`src/rtl/tmr16_pkg.sv`:
```
package tmr16_pkg;
  // log2 of the prescaler divisor for each select code
  function automatic int unsigned div_shift(input int unsigned code);
    if (code == 0)      return 0;
    else if (code == 1) return 2;
    else                return code + 2;
  endfunction
endpackage

```
`src/rtl/tmr16_prescale.sv`:
```
module tmr16_prescale #(
  parameter int SEL_W = 3,
  parameter int PS_W  = 9
) (
  input  logic             clk,
  input  logic             rst_n,
  input  logic             run_en,
  input  logic [SEL_W-1:0] div_sel,
  output logic             tick
);
  logic [PS_W-1:0] pcnt;
  logic [PS_W-1:0] lim;

  always_comb begin
    lim  = PS_W'((1 << tmr16_pkg::div_shift(32'(div_sel))) - 1);
    tick = run_en && (pcnt >= lim);
  end

  always_ff @(posedge clk) begin
    if (!rst_n)              pcnt <= '0;
    else if (!run_en || tick) pcnt <= '0;
    else                      pcnt <= pcnt + 1'b1;
  end
endmodule

```
`src/rtl/tmr16_core.sv`:
```
module tmr16_core #(
  parameter int CNT_W = 16,
  parameter int NCH   = 3,
  parameter int TS_W  = 2
) (
  input  logic             clk,
  input  logic             rst_n,
  input  logic             run_en,
  input  logic             tick,
  input  logic             mode_cmp,
  input  logic             reload_en,
  input  logic [TS_W-1:0]  trig_sel,
  input  logic             cap_clr_en,
  input  logic             cmp_clr_en,
  input  logic [CNT_W-1:0] preset,
  input  logic [NCH-1:0]   cap_evt,
  output logic [CNT_W-1:0] count,
  output logic             cleared,
  output logic             ovf_evt,
  output logic             match_evt
);
  logic [CNT_W-1:0] nxt, inc;
  logic             sel_hit, any_hit, clr_now, at_top;

  always_comb begin
    sel_hit = 1'b0;
    for (int i = 0; i < NCH; i++)
      if (trig_sel == TS_W'(i + 1) && cap_evt[i]) sel_hit = 1'b1;
    any_hit   = |cap_evt;
    inc       = count + 1'b1;
    at_top    = &count;
    nxt       = count;
    clr_now   = 1'b0;
    ovf_evt   = 1'b0;
    match_evt = 1'b0;
    if (run_en) begin
      if (cap_clr_en && any_hit) begin
        nxt     = '0;
        clr_now = 1'b1;
      end else if (!mode_cmp && reload_en && sel_hit) begin
        nxt = preset;
      end else if (tick) begin
        if (mode_cmp && cmp_clr_en && count == preset) begin
          nxt     = '0;
          clr_now = 1'b1;
        end else if (!mode_cmp && at_top) begin
          ovf_evt = 1'b1;
          nxt     = (reload_en && trig_sel == '0) ? preset : '0;
        end else begin
          nxt       = inc;
          match_evt = mode_cmp && (inc == preset);
        end
      end
    end
  end

  always_ff @(posedge clk) begin
    if (!rst_n) begin
      count   <= '0;
      cleared <= 1'b0;
    end else begin
      count   <= nxt;
      cleared <= clr_now;
    end
  end
endmodule

```
`src/rtl/tmr16_flag.sv`:
```
module tmr16_flag (
  input  logic clk,
  input  logic rst_n,
  input  logic set_evt,
  input  logic clr_req,
  output logic flag
);
  always_ff @(posedge clk) begin
    if (!rst_n) flag <= 1'b0;
    else        flag <= set_evt | (flag & ~clr_req);
  end
endmodule

```
`src/rtl/pscl_timer16.sv`:
```
module pscl_timer16 #(
  parameter int CNT_W = 16,
  parameter int NCH   = 3,
  parameter int SEL_W = 3,
  localparam int TS_W = $clog2(NCH + 1),
  localparam int PS_W = (1 << SEL_W) + 1
) (
  input  logic             clk,
  input  logic             rst_n,
  input  logic             run_en,
  input  logic [SEL_W-1:0] div_sel,
  input  logic             mode_cmp,
  input  logic             reload_en,
  input  logic [TS_W-1:0]  trig_sel,
  input  logic             cap_clr_en,
  input  logic             cmp_clr_en,
  input  logic [CNT_W-1:0] preset,
  input  logic [NCH-1:0]   cap_evt,
  input  logic             flag_clr,
  output logic [CNT_W-1:0] count,
  output logic             flag,
  output logic             cleared
);
  logic tick, ovf_evt, match_evt;

  tmr16_prescale #(.SEL_W(SEL_W), .PS_W(PS_W)) u_ps (
    .clk(clk), .rst_n(rst_n), .run_en(run_en), .div_sel(div_sel), .tick(tick)
  );

  tmr16_core #(.CNT_W(CNT_W), .NCH(NCH), .TS_W(TS_W)) u_core (
    .clk(clk), .rst_n(rst_n), .run_en(run_en), .tick(tick),
    .mode_cmp(mode_cmp), .reload_en(reload_en), .trig_sel(trig_sel),
    .cap_clr_en(cap_clr_en), .cmp_clr_en(cmp_clr_en), .preset(preset),
    .cap_evt(cap_evt), .count(count), .cleared(cleared),
    .ovf_evt(ovf_evt), .match_evt(match_evt)
  );

  tmr16_flag u_flag (
    .clk(clk), .rst_n(rst_n), .set_evt(ovf_evt | match_evt),
    .clr_req(flag_clr), .flag(flag)
  );
endmodule

```
`config.mk`:
```
export PLATFORM = sky130hd
export DESIGN_NAME = pscl_timer16
export DESIGN_NICKNAME = d
export VERILOG_FILES = /design/src/rtl/tmr16_pkg.sv /design/src/rtl/tmr16_prescale.sv /design/src/rtl/tmr16_core.sv /design/src/rtl/tmr16_flag.sv /design/src/rtl/pscl_timer16.sv
export SDC_FILE = /design/constraint.sdc
export NUM_CORES = 1
export LEC_CHECK = 0
export ABC_AREA = 0
export CORE_UTILIZATION = 55
export CTS_CLUSTER_SIZE = 12
export DETAILED_ROUTE_END_ITERATION = 12
export GPL_ROUTABILITY_DRIVEN = 0
export PLACE_DENSITY = 0.87
export SYNTH_ARGS = -nofsm -noshare
export SYNTH_HDL_FRONTEND = slang
export SYNTH_SLANG_ARGS = --single-unit
```
`constraint.sdc`:
```
create_clock -name clk -period 10.5 [get_ports clk]
set_clock_uncertainty 0.2 [all_clocks]
set_input_delay 2.1 -clock clk [delete_from_list [all_inputs] [get_ports clk]]
set_output_delay 2.1 -clock clk [all_outputs]
set_load 0.03 [all_outputs]
```
; ---- After elaboration in Yosys (flattened, before gate mapping)
; Cells that the tools add are included.
[classes]
add_sub_neg = 4
mul = 0
div_mod_pow = 0
n_lt_le_gt_ge = 1
eq_ne = 6
shift = 1
muxes = 27
bitwise_logic = 5
n_reduce_logical = 23
[op_table]
columns = operator, n
row1 = 16-bit two-way mux, 6
row2 = 32-bit two-way mux, 2
row3 = 16-bit equality test, 2
row4 = "1-bit by 32-bit << shifter with 9-bit output, first input constant", 1
row5 = 1-bit two-way mux, 19
row6 = "16-bit by 1-bit adder with 16-bit output, second input constant", 1
row7 = 16-bit AND reduction, 1
row8 = 1-bit logical AND, 12
row9 = "9-bit by 1-bit adder with 9-bit output, second input constant", 1
row10 = 9-bit >= comparator, 1
row11 = "9-bit by 2-bit subtractor with 9-bit output, second input constant", 1
row12 = "3-bit by 2-bit adder with 4-bit output, second input constant", 1
row13 = "2-bit equality test, second input constant", 2
row14 = 2-bit AND reduction, 2
row15 = "3-bit by 1-bit equality test with 1-bit output, second input constant", 1
row16 = 3-bit logical NOT, 1
row17 = 3-bit nonzero test, 1
row18 = 3-bit OR reduction, 1
row19 = "2-bit by 1-bit equality test with 1-bit output, second input constant", 1
row20 = 1-bit logical NOT, 2
row21 = 2-bit logical NOT, 1
row22 = 1-bit inverter, 2
row23 = 1-bit OR, 2
row24 = 2-bit OR reduction, 1
row25 = 2 further kinds, 2
[word_totals]
regBits = 27
latch_bits = 0
ram_bits = 0
rom_bits = 0
input_bits = 32
wordCells = 71
mem_count = 0

; ---- Depth between registers and ports, before layout
[depth]
word_depth = 13
mapped_depth = 17

; ---- Hierarchy
; Synthesis repeated with hierarchy kept, for this count alone.
[unflattened]
cells_unflattened = 327
hier_area_um2 = 2692.6
[modules_own_cells]
columns = mod, n_inst, cells_per_inst, area_each_um2
row1 = tmr16_core, 1, 236, 1885.6
row2 = tmr16_prescale, 1, 87, 759.5
row3 = tmr16_flag, 1, 3, 41.3
row4 = pscl_timer16, 1, 1, 6.3

; ---- Least setup slack after synthesis
; Ideal clock, no wire load.
[synth_path]
kind = in2reg
start = input port div_sel[1]
end = register u_core.count[2]
setup_time_ns = 0.116
arrival_time_ns = 4.688
required_ns = 10.184
path_slack_ns = 5.495
stages = 17
path_buffers = 1
path_cell_list = inv_1 > ha_1 > nor2_1 > nand3_1 > ha_1 > nand2b_1 > nand3_1 > o21ai_0 > a21oi_1 > ha_1 > a2111oi_0 > o21ai_0 > a41oi_1 > o21ai_2 > and2_1 > clkbuf_1 > a41o_1
[synth_via]
elab_chain_len = 9
[synth_rtl]
columns = item, line
row1 = "start, declared", pscl_timer16.sv:11  ; input logic [SEL_W-1:0] div_sel,
row2 = 3-bit by 2-bit adder with 4-bit output or 3-bit by 1-bit equality test with 1-bit output (tied branches), "tmr16_pkg.sv:6, tmr16_pkg.sv:5"
row3 = 32-bit two-way mux, tmr16_pkg.sv:5  ; else if (code == 1) return 2;
row4 = 32-bit two-way mux *, tmr16_pkg.sv:4  ; if (code == 0) return 0;
row5 = 1-bit by 32-bit << shifter with 9-bit output *, tmr16_prescale.sv:15  ; lim = PS_W'((1 << tmr16_pkg::div_shift(32'(div_sel))) - 1);
row6 = 9-bit by 2-bit subtractor with 9-bit output *, tmr16_prescale.sv:15
row7 = 9-bit >= comparator *, tmr16_prescale.sv:16  ; tick = run_en && (pcnt >= lim);
row8 = 1-bit logical AND *, tmr16_prescale.sv:16
row9 = 3-bit nonzero test (no source line) *, n/a
row10 = 2-bit AND reduction (no source line) *, n/a
row11 = "end signal, assigned", tmr16_core.sv:62  ; count <= nxt;
row12 = "end, declared", tmr16_core.sv:17  ; output logic [CNT_W-1:0] count,
; Every way passes the cells marked *; elsewhere a longest branch is shown, timed or not.
; A chain may end at the register's enable or synchronous reset.

; ---- Worst setup path after layout
[layout_path]
start = input port div_sel[2]
end = register u_core.count[2]
; Same word-level chain as after synthesis.

==> run metrics <==
CP max FO=23; antenna-violating nets left=0; fin worst setup slack=4504 ps; Mapped Avg Cell Area=7.965 um2; CTS HTree Levels=1; Setup Slack @ Placement=4277 ps; Initial Utilization=58.32%; Detailed Place HPWL=6029 um; status=completed; Worst path most repeated cell=ha_1; Peak supply drop=0.00006915 V; post_cts resized=0; Synth Warn #=0; DRT Pass-1 Iters=5; Seq/Total Area, Yosys=19.12%; Syn Inst Count=355; dpl cell area=3292 um2; largest net degree at the start of global routing=27; die height=73.70 um; Leak=1.164 nW; synth unique cells=65; Critical Path Start Type=input port; Die Area=5432 um2; routed vias=2944; fmax=0.1668 GHz; Gate power share=32.1%; clock sinks=27; Power Internal=0.1692 mW; ys async rst share=0%; Worst Tran Pin Value=944.5 ps; Psw=0.08279 mW; vias in the first global route=2727; worst skew pair latency=270 ps; worst path cell trace=clkdlybuf4s50_1 -> inv_1 -> ha_1 -> nor2_1 -> nand3_1 -> ha_1 -> nand2b_1 -> nand3_1 -> o21ai_0 -> a21oi_1 -> ha_1 -> a2111oi_0 -> o21ai_0 -> a41oi_1 -> o21ai_2 -> and2_1 -> a41o_1; WL final=8072 um; Longest Clk Path Bufs=2; sequential share of power=44.6%; max-cap violation count=0; CP peak stage delay=590 ps; met3 usage=5.350%; IO Count=50; Total Routing Usage GR=31.39%; Yosys reg bits=27; share of cells above drive strength 1=4.675%; Clock power frac=23.3%; CTS buffer count=3; first-pass GRT wire length=13120 um; Setup CP Type=input port to flip-flop; CP Data Required Time=10470 ps; filler cell count=406; final setup fails=0; ys flop type=dfxtp_1; CP Data Arrival Time=5960 ps; Final period util=57.10%; Top Family by Delay on Critical Path=compound AO/OA/AOI/OAI gates; Nets=435; setup TNS=0 ps; CP max-delay cell=clkdlybuf4s50_1; Slew Limit Fails=0; synthesized area=2828 um2; Setup crit end kind=flip-flop; final hold viol count=0; IO Port Bufs=49; grt total ovfl=0; unrepaired setup endpoints after global routing=false; Core ar.=4848 um2; Hold/Removal Path Class=flip-flop to flip-flop; fin area=3337 um2; critical path buffer and inverter count=2; CTS Root Cell=clkbuf_8; via/cell ratio=6.513; initial drt markers=436; CTS tree=done; row count=25; Post-Syn Nets=404; initial antenna violation count=0; DR WL/cell=17.86 um; post-CTS setup buffers=0; # hold bufs at CTS=0; Clk pin slew, worst setup/hold paths=90 ps; GR peak layer=met2; switch share=32.86%; Synth-to-Final Area Change=18.01%; Rel. slew slack=36.66%; die width=73.70 um; P per Cell Area=75.50 nW/um2; met2 usage in global routing=48.22%; post-route minimum period=5996 ps; # DRC=0; Ant. Diodes=0; met1 usage in global routing=43.84%; EDFF count, synth=0
stage by stage:
step	power [mW]	hold WS [ps]	instances	utilization, %
finish	0.2519	271.1	452	68.83
global route	0.2642	305.1	452	68.83
CTS	0.2504	285.2	452	68.83
detailed placement	0.1932	263.8	448	67.90
global placement	0.1911	241.5	448	67.90
floorplan	0.1618	229.7	355	-
cell usage after synthesis, types with 5 or more instances:
cell      instances  share of area [%]
dfxtp_1          27                 19
nand3_1          27                4.8
xnor2_1          25                7.7
nor2_1           21                2.8
a21oi_1          20                3.5
nand2_1          20                2.7
ha_1             17                7.5
o21ai_0          14                2.5
xor2_1           14                4.3
nand4_1          12                2.7
clkbuf_1         10                1.3
and4_1            9                2.8
buf_2             9                1.6
inv_1             9                1.2
a32o_1            8                2.8
a21boi_0          6                1.6
mux2i_1           6                2.1
o21a_1            6                1.6
and2_1            5                1.1
nor2b_1           5                1.1
nor3_1            5               0.88
nor4_1            5                1.1
cells in the final DEF (no fill, tap or decap), types with 5 or more instances in the layout:
| master | netlist | final |
|---|---|---|
| nand4_1 | 12 | 12 |
| xnor2_1 | 25 | 25 |
| xor2_1 | 14 | 14 |
| o21ai_0 | 14 | 14 |
| o21a_1 | 6 | 6 |
| dfxtp_1 | 27 | 27 |
| ha_1 | 17 | 17 |
| nor2_1 | 21 | 21 |
| nor4_1 | 5 | 5 |
| nor3_1 | 5 | 5 |
| nand2_1 | 20 | 20 |
| a21boi_0 | 6 | 6 |
| and2_1 | 5 | 5 |
| nor2b_1 | 5 | 5 |
| a32o_1 | 8 | 8 |
| nand3_1 | 27 | 27 |
| and4_1 | 9 | 9 |
| a21oi_1 | 20 | 20 |
| inv_1 | 9 | 9 |
| mux2i_1 | 6 | 6 |
| clkdlybuf4s50_1 | 0 | 49 |
flip-flops by register name, indices dropped and copies added (netlist names):
signal          cells
u_core.cleared      1
u_flag.flag         1
u_ps.pcnt           9
u_core.count       16
final timing paths:
path / slack, ps / cells after the start / endpoint / start
max: 4500 / 17 / u_core.count[2] / div_sel[2]
min: 270 / 1 / u_ps.pcnt[0] / u_ps.pcnt[0]
max reg2reg: 7380 / 6 / u_core.count[8] / u_core.count[4]
min reg2reg: 270 / 1 / u_ps.pcnt[0] / u_ps.pcnt[0]
metal layers:
| metal | vias to the layer above | share of wire (%) |
|---|---|---|
| met3 | 24 | 9.4 |
| met2 | 182 | 44 |
| met5 | - | 0 |
| li1 | 1391 | - |
| met4 | 0 | 2.3 |
| met1 | 1347 | 44 |
cell type report:
| type | instances | area, um2 | area share (%) |
|---|---|---|---|
| multi-input combinational | 295 | 2136 | 64.00 |
| sequential | 27 | 540.5 | 16.20 |
| timing repair buffer | 50 | 498.0 | 14.92 |
| tap | 67 | 83.83 | 2.512 |
| clock buffer | 4 | 45.04 | 1.350 |
| inverter | 9 | 33.78 | 1.012 |
cells by family after synthesis:
group / after synthesis / synth area share [%]
adder cells (fa/ha/maj): 17 / 7.522
AND/OR/NAND/NOR: 136 / 26.99
buffers and inverters: 33 / 5.353
XOR/XNOR: 44 / 15.58
flip-flops: 27 / 19.12
multiplexers: 7 / 2.522
AO/OA/AOI/OAI: 91 / 22.92
power groups by stage:
stage | registers, mW | clock network [mW] | logic, mW
finish | 0.112 | 0.0586 | 0.0809
global route | 0.113 | 0.0639 | 0.0874
CTS | 0.112 | 0.0590 | 0.0793
detailed placement | 0.115 | 0 | 0.0786
global placement | 0.114 | 0 | 0.0768
floorplan | 0.115 | 0 | 0.0469
(Power assumes the default switching activity.)
